File: config.mk
export PLATFORM = sky130hd
export DESIGN_NAME = tslot_mapper
export DESIGN_NICKNAME = d
export VERILOG_FILES = /design/src/rtl/tsm_pkg.sv /design/src/rtl/tsm_pos_tracker.sv /design/src/rtl/tsm_slot_table.sv /design/src/rtl/tsm_classify.sv /design/src/rtl/tslot_mapper.sv
export SDC_FILE = /design/constraint.sdc
export NUM_CORES = 1
export LEC_CHECK = 0
export CELL_PAD_IN_SITES_DETAIL_PLACEMENT = 1
export CELL_PAD_IN_SITES_GLOBAL_PLACEMENT = 1
export CORE_ASPECT_RATIO = 1.25
export CORE_UTILIZATION = 40
export DETAILED_ROUTE_END_ITERATION = 8
export DONT_BUFFER_PORTS = 1
export PLACE_DENSITY_LB_ADDON = 0.1
export SYNTH_ARGS = -nofsm -noshare
export SYNTH_HDL_FRONTEND = slang
export SYNTH_SLANG_ARGS = --single-unit
File: constraint.sdc
create_clock -name clk -period 4.7 [get_ports clk]
set_input_delay 0.235 -clock clk [delete_from_list [all_inputs] [get_ports clk]]
set_output_delay 0.235 -clock clk [all_outputs]
set_load 0.01 [all_outputs]
File: src/rtl/tsm_pkg.sv
package tsm_pkg;
    localparam int T1_SLOTS = 24;
    localparam int E1_SLOTS = 32;
    localparam int NSLOT    = 32;
    localparam int SLOTW    = $clog2(NSLOT);
    localparam int OCT      = 8;
    localparam int BITW     = $clog2(OCT);

    typedef enum logic [1:0] {
        PT_HUNT,
        PT_FBIT,
        PT_SLOT
    } pos_state_e;

    typedef enum logic [1:0] {
        BC_NONE,
        BC_OVH,
        BC_FILL,
        BC_DATA
    } bit_class_e;
endpackage

File: src/rtl/tsm_pos_tracker.sv
module tsm_pos_tracker
    import tsm_pkg::*;
(
    input  logic             clk,
    input  logic             rst_n,
    input  logic             en,
    input  logic             fsync,
    input  logic             e1,
    output logic             cur_valid,
    output logic             cur_fbit,
    output logic [SLOTW-1:0] cur_slot,
    output logic [BITW-1:0]  cur_bit
);
    pos_state_e       state_q, state_d;
    logic [SLOTW-1:0] slot_q, slot_d;
    logic [BITW-1:0]  bit_q, bit_d;
    logic [SLOTW-1:0] last_slot;

    assign last_slot = e1 ? SLOTW'(E1_SLOTS - 1) : SLOTW'(T1_SLOTS - 1);

    // state register
    always_ff @(posedge clk) begin
        if (!rst_n) begin
            state_q <= PT_HUNT;
            slot_q  <= '0;
            bit_q   <= '0;
        end else begin
            state_q <= state_d;
            slot_q  <= slot_d;
            bit_q   <= bit_d;
        end
    end

    // position of the bit presented in this cycle
    always_comb begin
        cur_valid = 1'b0;
        cur_fbit  = 1'b0;
        cur_slot  = '0;
        cur_bit   = '0;
        if (en) begin
            if (fsync) begin
                cur_valid = 1'b1;
                cur_fbit  = !e1;
            end else begin
                unique case (state_q)
                    PT_HUNT: cur_valid = 1'b0;
                    PT_FBIT: begin
                        cur_valid = 1'b1;
                        cur_fbit  = 1'b1;
                    end
                    PT_SLOT: begin
                        cur_valid = 1'b1;
                        cur_slot  = slot_q;
                        cur_bit   = bit_q;
                    end
                    default: cur_valid = 1'b0;
                endcase
            end
        end
    end

    // next position
    always_comb begin
        state_d = state_q;
        slot_d  = slot_q;
        bit_d   = bit_q;
        if (cur_valid) begin
            if (cur_fbit) begin
                state_d = PT_SLOT;
                slot_d  = '0;
                bit_d   = '0;
            end else if (cur_bit != BITW'(OCT - 1)) begin
                state_d = PT_SLOT;
                slot_d  = cur_slot;
                bit_d   = cur_bit + 1'b1;
            end else if (cur_slot >= last_slot) begin
                state_d = e1 ? PT_SLOT : PT_FBIT;
                slot_d  = '0;
                bit_d   = '0;
            end else begin
                state_d = PT_SLOT;
                slot_d  = cur_slot + 1'b1;
                bit_d   = '0;
            end
        end
    end
endmodule

File: src/rtl/tsm_slot_table.sv
module tsm_slot_table
    import tsm_pkg::*;
#(
    parameter int CHW = 3
) (
    input  logic             clk,
    input  logic             rst_n,
    input  logic             we,
    input  logic [SLOTW-1:0] waddr,
    input  logic             wen,
    input  logic             wf56,
    input  logic [CHW-1:0]   wch,
    input  logic [SLOTW-1:0] a_slot,
    output logic             a_en,
    output logic             a_f56,
    output logic [CHW-1:0]   a_ch,
    input  logic [SLOTW-1:0] b_slot,
    output logic             b_en,
    output logic             b_f56,
    output logic [CHW-1:0]   b_ch
);
    logic [NSLOT-1:0]          en_q;
    logic [NSLOT-1:0]          f56_q;
    logic [NSLOT-1:0][CHW-1:0] ch_q;

    always_ff @(posedge clk) begin
        if (!rst_n) begin
            en_q  <= '0;
            f56_q <= '0;
            ch_q  <= '0;
        end else begin
            for (int s = 0; s < NSLOT; s++) begin
                if (we && waddr == SLOTW'(s)) begin
                    en_q[s]  <= wen;
                    f56_q[s] <= wf56;
                    ch_q[s]  <= wch;
                end
            end
        end
    end

    assign a_en  = en_q[a_slot];
    assign a_f56 = f56_q[a_slot];
    assign a_ch  = ch_q[a_slot];
    assign b_en  = en_q[b_slot];
    assign b_f56 = f56_q[b_slot];
    assign b_ch  = ch_q[b_slot];
endmodule

File: src/rtl/tsm_classify.sv
module tsm_classify
    import tsm_pkg::*;
#(
    parameter int CHW = 3
) (
    input  logic             cur_valid,
    input  logic             cur_fbit,
    input  logic [SLOTW-1:0] cur_slot,
    input  logic [BITW-1:0]  cur_bit,
    input  logic             e1,
    input  logic             clear,
    input  logic [CHW-1:0]   clear_ch,
    input  logic             ent_en,
    input  logic             ent_f56,
    input  logic [CHW-1:0]   ent_ch,
    output bit_class_e       cls,
    output logic [CHW-1:0]   chan,
    output logic             first
);
    logic ovh_pos;
    logic lsb_drop;

    assign ovh_pos  = cur_fbit || (e1 && cur_slot == '0);
    assign lsb_drop = ent_f56 && (cur_bit == BITW'(OCT - 1));

    always_comb begin
        cls  = BC_NONE;
        chan = '0;
        if (!cur_valid) begin
            cls = BC_NONE;
        end else if (clear) begin
            cls  = BC_DATA;
            chan = clear_ch;
        end else if (ovh_pos) begin
            cls = BC_OVH;
        end else if (!ent_en || lsb_drop) begin
            cls = BC_FILL;
        end else begin
            cls  = BC_DATA;
            chan = ent_ch;
        end
    end

    assign first = (cls == BC_DATA) && !cur_fbit && (cur_bit == '0);
endmodule

File: src/rtl/tslot_mapper.sv
module tslot_mapper
    import tsm_pkg::*;
#(
    parameter  int NCHAN = 8,
    localparam int CHW   = (NCHAN > 1) ? $clog2(NCHAN) : 1
) (
    input  logic             clk,
    input  logic             rst_n,
    input  logic             link_e1,
    input  logic             clear_mode,
    input  logic [CHW-1:0]   clear_chan,
    input  logic             tbl_we,
    input  logic [SLOTW-1:0] tbl_addr,
    input  logic             tbl_en,
    input  logic             tbl_f56,
    input  logic [CHW-1:0]   tbl_chan,
    input  logic             rx_en,
    input  logic             rx_sync,
    input  logic             rx_bit,
    output logic             rx_valid,
    output logic             rx_data,
    output logic [CHW-1:0]   rx_chan,
    output logic             rx_first,
    input  logic             tx_en,
    input  logic             tx_sync,
    input  logic             tx_ovh,
    output logic             tx_req,
    output logic [CHW-1:0]   tx_req_chan,
    output logic             tx_req_first,
    input  logic             tx_chan_bit,
    output logic             tx_line
);
    logic             rp_valid, rp_fbit, tp_valid, tp_fbit;
    logic [SLOTW-1:0] rp_slot, tp_slot;
    logic [BITW-1:0]  rp_bit, tp_bit;
    logic             re_en, re_f56, te_en, te_f56;
    logic [CHW-1:0]   re_ch, te_ch, rx_ch_d;
    bit_class_e       rx_cls, tx_cls;
    logic             rx_first_d;

    tsm_pos_tracker u_rx_pos (
        .clk(clk), .rst_n(rst_n), .en(rx_en), .fsync(rx_sync), .e1(link_e1),
        .cur_valid(rp_valid), .cur_fbit(rp_fbit), .cur_slot(rp_slot), .cur_bit(rp_bit)
    );

    tsm_pos_tracker u_tx_pos (
        .clk(clk), .rst_n(rst_n), .en(tx_en), .fsync(tx_sync), .e1(link_e1),
        .cur_valid(tp_valid), .cur_fbit(tp_fbit), .cur_slot(tp_slot), .cur_bit(tp_bit)
    );

    tsm_slot_table #(.CHW(CHW)) u_table (
        .clk(clk), .rst_n(rst_n), .we(tbl_we), .waddr(tbl_addr),
        .wen(tbl_en), .wf56(tbl_f56), .wch(tbl_chan),
        .a_slot(rp_slot), .a_en(re_en), .a_f56(re_f56), .a_ch(re_ch),
        .b_slot(tp_slot), .b_en(te_en), .b_f56(te_f56), .b_ch(te_ch)
    );

    tsm_classify #(.CHW(CHW)) u_rx_cls (
        .cur_valid(rp_valid), .cur_fbit(rp_fbit), .cur_slot(rp_slot), .cur_bit(rp_bit),
        .e1(link_e1), .clear(clear_mode), .clear_ch(clear_chan),
        .ent_en(re_en), .ent_f56(re_f56), .ent_ch(re_ch),
        .cls(rx_cls), .chan(rx_ch_d), .first(rx_first_d)
    );

    tsm_classify #(.CHW(CHW)) u_tx_cls (
        .cur_valid(tp_valid), .cur_fbit(tp_fbit), .cur_slot(tp_slot), .cur_bit(tp_bit),
        .e1(link_e1), .clear(clear_mode), .clear_ch(clear_chan),
        .ent_en(te_en), .ent_f56(te_f56), .ent_ch(te_ch),
        .cls(tx_cls), .chan(tx_req_chan), .first(tx_req_first)
    );

    assign tx_req = (tx_cls == BC_DATA);

    // receive hand-off register
    always_ff @(posedge clk) begin
        if (!rst_n) begin
            rx_valid <= 1'b0;
            rx_data  <= 1'b0;
            rx_chan  <= '0;
            rx_first <= 1'b0;
        end else begin
            rx_valid <= (rx_cls == BC_DATA);
            rx_first <= rx_first_d;
            if (rx_cls == BC_DATA) begin
                rx_data <= rx_bit;
                rx_chan <= rx_ch_d;
            end
        end
    end

    // transmit line register
    always_ff @(posedge clk) begin
        if (!rst_n) begin
            tx_line <= 1'b1;
        end else if (tx_en) begin
            unique case (tx_cls)
                BC_NONE: tx_line <= 1'b1;
                BC_OVH:  tx_line <= tx_ovh;
                BC_FILL: tx_line <= 1'b1;
                BC_DATA: tx_line <= tx_chan_bit;
                default: tx_line <= 1'b1;
            endcase
        end
    end
endmodule

-- After elaboration in Yosys (flattened, before gate mapping)
Index checks and enable logic that the tools add are counted.
W data, S select, Z words.
- flip-flop bits (word level): 187
- $add $sub $neg: 4
- $lt $le $gt $ge: 4
- equal/unequal tests: 43
- muxes and demuxes: 71
- reduce and logical (&&, ||, !) cells: 58
- operators with widths (cell ; number):
    $eq A5 B5 Y1 const B ; 16
    $mux W3 ; 20
    $mux W5 ; 12
    $eq A5 B4 Y1 const B ; 8
    $logic_and A1 B1 Y1 ; 40
    $bmux W3 S5 ; 2
    $mux W2 ; 13
    $bmux W1 S5 ; 4
    $eq A5 B3 Y1 const B ; 4
    $mux W1 ; 18
    $logic_not A5 Y1 ; 3
    $lt A5 B6 Y1 const B ; 2
    $add A5 B1 Y5 const B ; 2
    $eq A2 B2 Y1 const B ; 5
    $eq A5 B2 Y1 const B ; 2
    $ge A5 B5 Y1 ; 2
    $add A3 B1 Y3 const B ; 2
    $eq A2 B1 Y1 const B ; 3
    $eq A3 B3 Y1 const B ; 2
    $logic_not A3 Y1 ; 2
    $ne A3 B3 Y1 const B ; 2
    $reduce_or A2 Y1 ; 3
    $eq A5 B1 Y1 const B ; 1
    $logic_not A1 Y1 ; 5
    4 further kinds ; 7

-- Longest topological paths before layout
- depth after elaboration: 15
- depth in mapped cells: 17

-- Hierarchy
A second synthesis with hierarchy kept.
- cell total of the unflattened synthesis: 1161
- area total of the unflattened synthesis: 11215.8 sq um
- modules (own cells, without submodules) (module ; instances ; cells an instance ; area each (sq um) ; sequential area each (sq um)):
    tsm_slot_table ; 1 ; 904 ; 9092.5 ; 3203.1
    tsm_pos_tracker ; 2 ; 94 ; 777.0 ; 200.2
    tsm_classify ; 2 ; 22 ; 148.9 ; 0.0
    tslot_mapper ; 1 ; 25 ; 271.5 ; 140.1

-- Worst setup path after synthesis
OpenSTA, ideal clock, no wires.
- kind: register to output
- start: register u_tx_pos.state_q[0]
- end: output tx_req_chan[0]
- arrival time: 2921 ps
- slack: 1544 ps
- cell stages (with the launch flop): 18
- cells stage by stage: dfxtp_1 -> inv_1 -> ha_1 -> and3b_1 -> buf_4 -> nand2_1 -> inv_1 -> ha_1 -> ha_1 -> clkbuf_1 -> nand2_1 -> nor3_1 -> a2111oi_0 -> and3_1 -> nand3_1 -> o31a_1 -> or3_4 -> o22ai_1
- word-level cells in the longest chain between the ends: 12
- elaborated cells between the ends (all ways): 32
- those cells by class: 3 x eq/ne; 22 x mux; 7 x reduce/logical
- RTL lines (element ; RTL line ; text):
    from (decl) ; tsm_pos_tracker.sv:14 ; pos_state_e state_q, state_d;
    from (signal assigned) ; tsm_pos_tracker.sv:28 ; state_q <= state_d;
    $eq A2 B2 Y1 ; tsm_pos_tracker.sv:45 ; unique case (state_q)
    $mux W5 ; tsm_pos_tracker.sv:45 ;
    $mux W5 ; tsm_pos_tracker.sv:41 ; if (fsync) begin
    $mux W5 ; tsm_pos_tracker.sv:40 ; if (en) begin
    $bmux W1 S5, on equally long branches ; tsm_slot_table.sv:45, tsm_slot_table.sv:46 ;
    $mux W1, on equally long branches ; tsm_slot_table.sv:45, tsm_slot_table.sv:46 ;
    $logic_not A1 Y1 / $logic_and A1 B1 Y1 (equally long branches) ; tsm_classify.sv:36, tsm_classify.sv:24 ;
    $logic_or A1 B1 Y1 ; tsm_classify.sv:36 ; end else if (!ent_en || lsb_drop) begin
    $mux W3 ; tsm_classify.sv:36 ;
    $mux W3 ; tsm_classify.sv:34 ; end else if (ovh_pos) begin
    $mux W3 ; tsm_classify.sv:31 ; end else if (clear) begin
    $mux W3 (*) ; tsm_classify.sv:29 ; if (!cur_valid) begin
    to (decl) ; tslot_mapper.sv:28 ; output logic [CHW-1:0] tx_req_chan,
Mark *: on every way between the ends. The rest lies on a longest branch, timed or not. The select of a mux whose other input is x is not followed.

-- Worst setup path after layout
Same ends and word-level chain as after synthesis.

==> results.env <==
STATUS='finished, final reports clean'
DETAILED_PLACE_HPWL_MM=28.8
RSZ0062_AT_GRT='false'
TIMING.HOLD.WORST.START='tbl_chan[1]'
PROPORTION_OF_SYNTHESIZED_CHIP_AREA_IN_SEQUENTIAL_CELLS_PCT=33.7
YOSYSMOSTFREQUENTCELL='nand2_1'
WORST-SETUP-PATH-TYPE='flop to primary output'
MAXCAPVIOLCOUNT=0
NETSWITCHINGFRACTION_PCT=24.7
CELLPOWERDENSITY_nW_PER_UM2=284
VDD_IR_DROP_MAX_mV=0.202
TIMING_MAX_TRANSITION_VIOLATIONS_FINAL=0
SYNTHTOLAYOUTAREAGROWTH_PCT=8.67
TIMING.MAX_SLEW.REL_SLACK_PCT=23.6
VIA_PER_INST=6.14
HOLD_VIOLATIONS=0
FIRST_ITER_VIOLATIONS=673
R2R_SLACK_PS=1020
POWER_SWITCHING_mW=0.848
SYNTH_TOP_CELL_BY_AREA='dfxtp_1'
P_LEAK_nW=3.94
START_UTIL_PCT=41.1
HOLD_PATH_END='u_table.ch_q[82]$_SDFFE_PN0P_'
SYNTH_CELLS=1353
GLOBALROUTE.TOTALOVERFLOW=0
SYNTH_ENABLE_FLOP_CELLS=0
SEQPWRFRAC_PCT=47.1
PERIOD_MINUS_SLACK_PS=4100
FIRST_PASS_GRT_WIRE_LENGTH_MM=63.2
FF2FF_PATH_DEPTH=16
VIAS=10100
FINISH.NET_COUNT=1335
FINISH.UTILIZATION_PCT=44.6
CRIT-REG2REG-LAUNCH='u_tx_pos.state_q[0]$_SDFFE_PN0P_'
SYNTHESIS.AREA_UM2=11100
POST_SYNTH_MAIN_AREA_CONTRIBUTORS='dfxtp_1 34%, mux2i_1 12%, nand2_1 7.7%, nor2b_1 6.8%, a21boi_0 4.9%'
WORSTPATHREQUIRED_PS=4470
GLOBAL_ROUTE.USAGE.TOTAL_PCT=30.0
INSERTION_DELAY_OF_THE_LATER_CLOCKED_PIN_IN_THE_WORST_SKEW_PAIR_PS=450
CLKSLEWWORSTSETUPHOLDPATHS_PS=80
SYNTH_TOP_CELLS_BY_COUNT='229 x nand2_1, 187 x dfxtp_1, 136 x mux2i_1, 120 x nor2b_1, 107 x nand3_1'
CTS_MADE_BUFFERS=17
FIRST_GLOBAL_VIAS=10100
YS_ASYNC_SR_FRACTION_PCT=0
PLACE_CONGESTION=0.852
CTS.SINK_COUNT=187
DR.PASS1.ITERS=5
CLOCK_TREE_FROM_TRITONCTS='done'
FIN_TOTAL_PWR_mW=3.43
LAYOUT.CELLS.NON_FILLER=1652
IO_BUFFER_COUNT=0
HOLD_CLASS='primary input to flop'
WORST_R2R_ENDPOINT='tx_line$_SDFFE_PN1P_'
ROUTE.FINAL.WIRE_LENGTH_MM=41.6
LIBRARY_CELLS_USED_BY_SYNTHESIS=69
CLOCK_TREE.ROOT_CELL='clkbuf_16'
DP.CELLS=1608
MAX_SLEW.WORST_PIN.SLEW_PS=1140
NUMBER_OF_REGISTER_BITS_INFERRED_BY_SYNTHESIS=187
DRCVIOLATIONCOUNT=0
PIN_COUNT=37
CORE_AREA_UM2=27100
DRIVE_GT1_SHARE_PCT=8.11
END_KIND='primary output'
YOSYS_WARNINGS=0
SYNTH_FLOP_CELL='dfxtp_1'
P_INT_mW=2.58
FINALCLOCKSKEW_PS=9.75
FMAX_GHz=0.244
P_COMB_SHARE_PCT=5.9
HOLDWS_PS=10.1
SYN-NUM-NETS=1394
FLOORPLAN.DIE.HEIGHT_UM=188
WHS_PATH_DEPTH=2
MAXIMUM_NUMBER_OF_PINS_ON_ONE_NET_BEFORE_GLOBAL_ROUTE_REPAIR=187
ANTENNA_FOUND_INITIAL=0
DESIGN.DIE.AREA_UM2=28500
DIODES=0
ANTENNA_LEFT=0
CTS.HTREE.LEVELS=4
CRITICAL_PATH_START_TYPE='flop'
DIE-WIDTH_UM=151
NETLIST.AREA_LEADER.SHARE_PCT=33.7
SYN_AVG_CELL_AREA_UM2=8.22
ROUTE.DETAILED.WL_PER_INST_UM=25.2
FIN_SETUP_TNS_PS=0
RELATIVE_CONTRIBUTION_OF_THE_CLOCK_NETWORK_TO_TOTAL_POWER_PCT=47.1
SETUP_VIOL=0
CTS-ROOT-TO-SINK-BUFFERS=2
WORST_EP_ARRIVAL_TIME_PS=3870
NUMBER_OF_PLACEMENT_ROWS=67
FIN_CRIT_SH_PCT=87.3
CRIT_FANOUT=10
-- power groups by stage --
stage / Clock (mW) / Combinational (mW) / Sequential, mW
2_1_floorplan: 0 / 0.137 / 1.64
4_1_cts: 1.64 / 0.202 / 1.61
6_report: 1.61 / 0.201 / 1.61
3_3_place_gp: 0 / 0.136 / 1.65
5_1_grt: 1.69 / 0.217 / 1.61
3_5_place_dp: 0 / 0.138 / 1.65
-- critical path: stages, from the launching register on --
cell	delay (ps)
dfxtp_1	360
inv_1	60
ha_1	240
and3b_1	280
nand2_1	150
inv_1	50
ha_1	190
ha_1	330
nand2_1	120
nor3_1	50
a2111oi_0	380
and3_1	220
nand3_1	90
o31a_1	190
or3_4	370
o22ai_1	170
buf_4	150
-- layout make-up --
class	count	area, um^2
Inverter	23	88.8
Fill cell	3234	15000
Tap cell	345	432
Sequential cell	187	3740
Timing Repair Buffer	40	398
Multi-Input combinational cell	1025	6780
Clock inverter	15	211
Clock buffer	17	425
-- placed cells by master (no fill, tap or decap), types with 17 or more instances in the layout --
master     instances
a21boi_0          73
a21oi_1           43
a31oi_1           21
buf_4             28
clkbuf_16         17
dfxtp_1          186
inv_1             20
mux2i_1          136
nand2_1          229
nand3_1          107
nor2_1            33
nor2b_1          118
o21ai_0           37
-- per-layer routing --
layer	share of wire [%]	track usage [%]	routed length (um)
met1	44	38.7	18200
met2	49	50.5	20500
met3	3.8	3.63	1580
met4	3.2	11.8	1340
met5	0	0	0
-- timing repair --
item,CTS,global route
resized for setup,0,0
endpoints found under the hold margin,186,0
hold buffers,12,0
buffers inserted,0,0
-- flip-flops by register name, summed over array words and instances (netlist names) --
register / cells
u_rx_pos.state_q: 2
rx_valid: 1
tx_line: 1
u_tx_pos.bit_q: 3
u_table.ch_q: 96
rx_data: 1
u_tx_pos.slot_q: 5
u_table.f56_q: 32
u_table.en_q: 32
rx_first: 1
u_rx_pos.bit_q: 3
u_rx_pos.slot_q: 5
rx_chan: 3
u_tx_pos.state_q: 2
-- cell families after synthesis --
| family | Yosys count | synth area share, % |
|---|---|---|
| AND/OR/NAND/NOR | 568 | 25.3 |
| AO/OA/AOI/OAI | 282 | 17.8 |
| flip-flops | 187 | 33.7 |
| multiplexers | 157 | 15.6 |
| buffers and inverters | 141 | 5.65 |
| adder cells (fa/ha/maj) | 16 | 1.80 |
| XOR/XNOR | 2 | 0.158 |
-- per-stage QoR --
step	cell area [um^2]	setup slack, ps
after floorplan	11100	1540
after CTS	12100	602
after detailed placement	11300	1130
after global placement	11300	1250
final	12100	598
after global routing	12100	406
-- worst max-delay path by stage --
stage | start | slack, ps | depth (start not counted) | end
floorplan | u_tx_pos.state_q[0]$_SDFFE_PN0P_ | 1540 | 17 | tx_req_chan[0]
detailed placement | u_tx_pos.state_q[0]$_SDFFE_PN0P_ | 1130 | 16 | tx_req_chan[0]
finish | u_tx_pos.state_q[0]$_SDFFE_PN0P_ | 600 | 16 | tx_req_chan[0]
global placement | u_tx_pos.state_q[0]$_SDFFE_PN0P_ | 1250 | 16 | tx_req_chan[1]
CTS | u_tx_pos.state_q[0]$_SDFFE_PN0P_ | 600 | 16 | tx_req_chan[0]
global route | u_tx_pos.state_q[0]$_SDFFE_PN0P_ | 410 | 16 | tx_req_chan[0]
Power figures use the tool's default switching activity.
